<file path="src/rtl/mbox_pkg.sv">
package mbox_pkg;
  // status bit positions (host software decodes these)
  localparam int ST_OBF = 0;
  localparam int ST_IBF = 1;
  localparam int ST_FRM = 2;
  localparam int ST_TGT = 3;
  localparam int ST_RDC = 4;
  localparam int ST_RDD = 5;
  localparam int ST_BITS = 6;

  typedef enum logic [1:0] {
    RSP_IDLE = 2'd0,
    RSP_BODY = 2'd1,
    RSP_TAIL = 2'd2
  } rspState_e;

  typedef enum logic [1:0] {
    SRC_START   = 2'd0,
    SRC_PAYLOAD = 2'd1,
    SRC_END     = 2'd2
  } outSrc_e;

  typedef struct packed {
    logic    inLoad;
    logic    inKind;
    logic    outLoad;
    outSrc_e outSrc;
  } dpStrobe_t;
endpackage

</file>
<file path="src/rtl/mbox_dp.sv">
module mbox_dp
  import mbox_pkg::*;
#(
  parameter int DATA_W = 8,
  parameter logic [DATA_W-1:0] START_CODE = 8'h01,
  parameter logic [DATA_W-1:0] END_CODE   = 8'h03
) (
  input  logic              clk,
  input  logic              rstN,
  input  dpStrobe_t         strobe,
  input  logic [DATA_W-1:0] hostWdata,
  input  logic [DATA_W-1:0] respData,
  output logic [DATA_W-1:0] heldByte,
  output logic              heldIsCmd,
  output logic [DATA_W-1:0] outByte
);
  logic [DATA_W-1:0] outNext;

  always_comb begin
    unique case (strobe.outSrc)
      SRC_START:   outNext = START_CODE;
      SRC_PAYLOAD: outNext = respData;
      SRC_END:     outNext = END_CODE;
      default:     outNext = outByte;
    endcase
  end

  always_ff @(posedge clk) begin
    if (!rstN) begin
      heldByte  <= '0;
      heldIsCmd <= 1'b0;
      outByte   <= '0;
    end else begin
      if (strobe.inLoad) begin
        heldByte  <= hostWdata;
        heldIsCmd <= strobe.inKind;
      end
      if (strobe.outLoad) begin
        outByte <= outNext;
      end
    end
  end
endmodule

</file>
<file path="src/rtl/mbox_ctrl.sv">
module mbox_ctrl
  import mbox_pkg::*;
#(
  parameter int DATA_W = 8,
  parameter logic [DATA_W-1:0] START_CODE = 8'h01,
  parameter logic [DATA_W-1:0] END_CODE   = 8'h03,
  parameter logic [DATA_W-1:0] ABORT_CODE = 8'h22
) (
  input  logic              clk,
  input  logic              rstN,
  input  logic              hostAddr,
  input  logic              hostWr,
  input  logic              hostRd,
  input  logic [DATA_W-1:0] hostWdata,
  input  logic              inReady,
  input  logic              respValid,
  input  logic              respLast,
  input  logic [DATA_W-1:0] heldByte,
  input  logic              heldIsCmd,
  output dpStrobe_t         strobe,
  output logic [DATA_W-1:0] statusVec,
  output logic              inValid,
  output logic              respReady,
  output logic              coreAbort
);
  logic      ibfQ, obfQ, frmQ, tgtQ, dataPhaseQ, abortQ;
  rspState_e rspQ;

  logic cancelWr, cmdWr, datWr, take, acceptCmd, acceptDat, dataRd, outLoad;

  always_comb begin
    cancelWr  = hostWr && hostAddr && (hostWdata == ABORT_CODE);
    cmdWr     = hostWr && hostAddr && !cancelWr;
    datWr     = hostWr && !hostAddr;
    take      = ibfQ && inReady;
    acceptCmd = cmdWr && !ibfQ;
    acceptDat = datWr && !ibfQ && dataPhaseQ;
    dataRd    = hostRd && !hostAddr && obfQ;
    outLoad   = !obfQ && !cancelWr && ((rspQ == RSP_TAIL) || respValid);
  end

  always_comb begin
    strobe.inLoad  = !cancelWr && (acceptCmd || acceptDat);
    strobe.inKind  = acceptCmd;
    strobe.outLoad = outLoad;
    unique case (rspQ)
      RSP_IDLE: strobe.outSrc = SRC_START;
      RSP_BODY: strobe.outSrc = SRC_PAYLOAD;
      default:  strobe.outSrc = SRC_END;
    endcase
  end

  always_ff @(posedge clk) begin
    if (!rstN) begin
      ibfQ       <= 1'b0;
      obfQ       <= 1'b0;
      frmQ       <= 1'b0;
      tgtQ       <= 1'b0;
      dataPhaseQ <= 1'b0;
      abortQ     <= 1'b0;
      rspQ       <= RSP_IDLE;
    end else begin
      abortQ <= cancelWr;
      if (cancelWr) begin
        ibfQ       <= 1'b0;
        obfQ       <= 1'b0;
        frmQ       <= 1'b0;
        tgtQ       <= 1'b1;
        dataPhaseQ <= 1'b0;
        rspQ       <= RSP_IDLE;
      end else begin
        // inbound side
        if (take) begin
          ibfQ <= 1'b0;
          if (heldIsCmd && heldByte == START_CODE) dataPhaseQ <= 1'b1;
          else if (heldIsCmd && heldByte == END_CODE) dataPhaseQ <= 1'b0;
        end
        if (acceptCmd || acceptDat) begin
          ibfQ <= 1'b1;
          tgtQ <= acceptCmd;
        end
        // outbound side
        if (dataRd) begin
          obfQ <= 1'b0;
          frmQ <= 1'b0;
        end else if (outLoad) begin
          obfQ <= 1'b1;
          unique case (rspQ)
            RSP_IDLE: begin
              frmQ <= 1'b1;
              rspQ <= RSP_BODY;
            end
            RSP_BODY: begin
              frmQ <= 1'b0;
              rspQ <= respLast ? RSP_TAIL : RSP_BODY;
            end
            default: begin
              frmQ <= 1'b1;
              rspQ <= RSP_IDLE;
            end
          endcase
        end
      end
    end
  end

  always_comb begin
    statusVec         = '0;
    statusVec[ST_OBF] = obfQ;
    statusVec[ST_IBF] = ibfQ;
    statusVec[ST_FRM] = frmQ;
    statusVec[ST_TGT] = tgtQ;
    statusVec[ST_RDC] = !dataPhaseQ;
    statusVec[ST_RDD] = dataPhaseQ;
    inValid           = ibfQ;
    respReady         = !obfQ && (rspQ == RSP_BODY);
    coreAbort         = abortQ;
  end
endmodule

</file>
<file path="src/rtl/mbox_port.sv">
module mbox_port
  import mbox_pkg::*;
#(
  parameter int DATA_W = 8,
  parameter logic [DATA_W-1:0] START_CODE = 8'h01,
  parameter logic [DATA_W-1:0] END_CODE   = 8'h03,
  parameter logic [DATA_W-1:0] ABORT_CODE = 8'h22
) (
  input  logic              clk,
  input  logic              rstN,
  input  logic              hostAddr,
  input  logic              hostWr,
  input  logic              hostRd,
  input  logic [DATA_W-1:0] hostWdata,
  output logic [DATA_W-1:0] hostRdata,
  output logic              inValid,
  input  logic              inReady,
  output logic [DATA_W-1:0] inData,
  output logic              inIsCmd,
  input  logic              respValid,
  output logic              respReady,
  input  logic [DATA_W-1:0] respData,
  input  logic              respLast,
  output logic              coreAbort
);
  dpStrobe_t         strobe;
  logic [DATA_W-1:0] statusVec;
  logic [DATA_W-1:0] heldByte;
  logic              heldIsCmd;
  logic [DATA_W-1:0] outByte;

  mbox_ctrl #(
    .DATA_W(DATA_W), .START_CODE(START_CODE),
    .END_CODE(END_CODE), .ABORT_CODE(ABORT_CODE)
  ) uCtrl (
    .clk(clk), .rstN(rstN), .hostAddr(hostAddr), .hostWr(hostWr),
    .hostRd(hostRd), .hostWdata(hostWdata), .inReady(inReady),
    .respValid(respValid), .respLast(respLast), .heldByte(heldByte),
    .heldIsCmd(heldIsCmd), .strobe(strobe), .statusVec(statusVec),
    .inValid(inValid), .respReady(respReady), .coreAbort(coreAbort)
  );

  mbox_dp #(
    .DATA_W(DATA_W), .START_CODE(START_CODE), .END_CODE(END_CODE)
  ) uDp (
    .clk(clk), .rstN(rstN), .strobe(strobe), .hostWdata(hostWdata),
    .respData(respData), .heldByte(heldByte), .heldIsCmd(heldIsCmd),
    .outByte(outByte)
  );

  assign hostRdata = hostAddr ? statusVec : outByte;
  assign inData    = heldByte;
  assign inIsCmd   = heldIsCmd;
endmodule

</file>
<file path="config.mk">
export PLATFORM = sky130hd
export DESIGN_NAME = mbox_port
export DESIGN_NICKNAME = d
export VERILOG_FILES = /design/src/rtl/mbox_pkg.sv /design/src/rtl/mbox_dp.sv /design/src/rtl/mbox_ctrl.sv /design/src/rtl/mbox_port.sv
export SDC_FILE = /design/constraint.sdc
export NUM_CORES = 1
export LEC_CHECK = 0
export BUFFER_PORTS_ARGS = -buffer_cell sky130_fd_sc_hd__buf_2
export CAP_MARGIN = 10
export CORE_MARGIN = 8
export CORE_UTILIZATION = 52
export DETAILED_ROUTE_END_ITERATION = 10
export PLACE_DENSITY = 0.83
export SLEW_MARGIN = 20
export SYNTH_ARGS = -nofsm -noshare
export SYNTH_HDL_FRONTEND = slang
export SYNTH_SLANG_ARGS = --single-unit
</file>
<file path="constraint.sdc">
create_clock -name clk -period 2.58 [get_ports clk]
set_input_delay 0.258 -clock clk [delete_from_list [all_inputs] [get_ports clk]]
set_output_delay 0.258 -clock clk [all_outputs]
set_load 0.01 [all_outputs]
</file>
==> results.toml <==
[outcome]
status = "complete, no violations"

[timing]
hold_viol = 0
skew_ns = 0.00724
worst_pin_slew_ns = 0.920
rsz0062_at_grt = "no"
timing.final.crit_share_pct = 67.4
max_freq_ghz = 0.575
setup_tns_ns = 0
setup_viol = 0
slew_viol_final = 0
slew_headroom_pct = 38.7
postLayoutSetupSlackWorst_ns = 0.842
period_needed_ns = 1.74

[setup_path]
start_kind = "flip-flop"
crit_chain = "nand2b_1, a311oi_2, nand3_1, o21ai_0"
crit_required_ns = 2.82
critPathTopFamily = "compound AO/OA/AOI/OAI gates"
worst_path_max_delay_cell = "a311oi_2"
crit_buf_inv = 0
r2r_slack_ns = 0.84
path_max_fanout = 17
arrival_ns = 1.98
path_class = "flip-flop to flip-flop"
cpPeakStageDelay_ns = 0.80
end_kind = "flip-flop"

[die]
die_h_um = 64.8
die-area_um2 = 4200
std_cell_rows = 17
coreArea_um2 = 2230
die_w_um = 64.8
io-pin-count = 44
initial_utilization_pct = 55.4

[clocking]
hold_buffers = 0
cts_resized = 0
cts_sinks = 25
cts_max_level = 1
clock_latency_ns = 0.31
path_clk_slew_ns = 0.12
post_cts_buffers = 0
cts_tree = "done"
cts-buffers-inserted = 3
cts_root_buf = "clkbuf_4"
clock_path_buffers = 2

[global_route]
grt_pass1_vias = 1140
grt_pass1_wl_um = 4940
grt_start_max_net_pins = 34
antenna_found_initial = 0
grt.overflow.total = 0
grt_use_total_pct = 14.2

[finish]
drive_gt1_share_pct = 34.3
n_antenna_cell = 0
fill_cells = 195
area_growth_pct = 19.0
multi_input_area_um2 = 684
seq_area_um2 = 500
fin_util_pct = 65.9
layout.nets = 203
finalNonFillerCells = 206

[power_and_ir_drop]
power_leakage_nw = 0.660
switching_share_pct = 28.1
clkPwrFrac_pct = 23.1
combinationalPowerShare_pct = 19.3
power_density_nw_per_um2 = 502
ir_worst_vdd_mv = 0.289
switchingPower_w = 0.000208
p_int_w = 0.000532
power_frac_seq_pct = 57.6

[placement]
place_ws_ns = 0.841
dp.cells = 202
portBuffers = 43
place_congestion = 0.833
hpwlAfterDp_um = 2300

[run]
cap_viol_max_count = 0

[synthesis]
syn_nets = 163
ys_types = 33
ys_seq_area_share_pct = 40.4
netlist_area_um2 = 1240
syn_inst = 139
synth.avg_cell_area_um2 = 8.90
yosysWarnings = 0
ys_ff_latch = 25

[routing]
antenna_left = 0
totalWireLength_um = 2980
via_per_inst = 5.58
route.vias.total = 1150
route.detailed.drc = 0
dr.pass1.iters = 4
drt-wirelength-per-cell_um = 14.5
drt-initial-drc-count = 33

[hold_path]
hold_path.class = "input pin to flip-flop"
[path summary, 6_finish.rpt]
kind                  start               to  cells after the start
min reg2reg  uDp.outByte[7]   uDp.outByte[7]                      2
min            hostWdata[1]  uDp.heldByte[1]                      3
max           uCtrl.inValid  uDp.heldByte[7]                      4
max reg2reg   uCtrl.inValid  uDp.heldByte[7]                      4
[cell type report]
cell class	instances	share of cell area, %
multi-input combinational	103	46.5
sequential	25	34.0
timing repair buffer	43	14.6
tap	28	2.38
clock buffer	4	1.78
inverter	3	0.765
[cells in the mapped netlist (all sizes together)]
master  count  area, um2
mux2        5       56.3
and4        1       8.76
or4         1       11.3
o31ai       1       7.51
nand4b      2       17.5
nor2b       4       25.0
a311oi      3       32.5
a21o        1       7.51
nand2b      2       12.5
nand3b      2       15.0
o21ba       1       10.0
buf         4       26.3
nor3        2       10.0
nor2        7       28.8
clkbuf      4       15.0
o21ai      11       55.1
a21oi      11       55.1
dfxtp      25        500
inv         3       11.3
nand4       2       18.8
nor4b       2       47.6
nand3      16       80.1
o21bai      1       7.51
mux2i       7       70.1
nand2      19       73.8
a211oi      1       12.5
nor4        1       21.3
[cells by family (layout without fill, tap and decap cells)]
kind of cell / count (synthesis) / after routing / share of synthesized area (%)
AO/OA/AOI/OAI: 30 / 30 / 15.2
buffers and inverters: 11 / 50 / 4.25
multiplexers: 12 / 12 / 10.2
flip-flops: 25 / 25 / 40.4
AND/OR/NAND/NOR: 61 / 61 / 29.9
[power groups by stage]
stage	Clock (W)	Sequential [W]	Combinational (W)
3_3_place_gp	0	0.000433	0.000139
6_report	0.000171	0.000426	0.000143
3_5_place_dp	0	0.000434	0.000143
4_1_cts	0.000177	0.000426	0.000143
2_1_floorplan	0	0.000434	0.0000883
5_1_grt	0.000191	0.000430	0.000157
[sequential cells by signal, summed over array words and instances, names as in the netlist]
register          cells
uCtrl.tgtQ            1
uCtrl.coreAbort       1
uCtrl.rspQ            2
uCtrl.frmQ            1
uDp.outByte           8
uCtrl.dataPhaseQ      1
uCtrl.inValid         1
uDp.heldIsCmd         1
uCtrl.obfQ            1
uDp.heldByte          8
[through the flow]
| stage | area [um2] | power, W | hold slack, ns |
|---|---|---|---|
| 3_3_place_gp | 1450 | 0.000572 | 0.441 |
| 2_1_floorplan | 1240 | 0.000523 | 0.388 |
| 6_report | 1470 | 0.000740 | 0.179 |
| 5_1_grt | 1470 | 0.000778 | 0.179 |
| 4_1_cts | 1470 | 0.000746 | 0.174 |
| 3_5_place_dp | 1450 | 0.000577 | 0.456 |
[cells in the final DEF (no fill, tap or decap), drive strengths merged, types with 3 or more instances in the layout]
cell type / instances
mux2: 5
nand2: 19
buf: 43
nand3: 16
nor2b: 4
a311oi: 3
nor2: 7
o21ai: 11
inv: 3
a21oi: 11
clkbuf: 4
dfxtp: 25
mux2i: 7
[per-layer routing]
metal / share of wire (%) / GRT usage [%] / up-vias / wire length, um
li1: - / - / 577 / -
met1: 46 / 17.9 / 533 / 1380
met2: 48 / 22.7 / 38 / 1420
met3: 5.3 / 3.44 / 2 / 159
met4: 0.54 / 5.18 / 0 / 16
met5: 0 / 0 / - / 0
[worst reg2reg max path, cell delays in order, from the launching register on]
cell      delay (ns)
dfxtp_1         0.39
nand2b_1        0.19
a311oi_2        0.80
nand3_1         0.19
o21ai_0         0.10
Power figures use the tool's default switching activity.
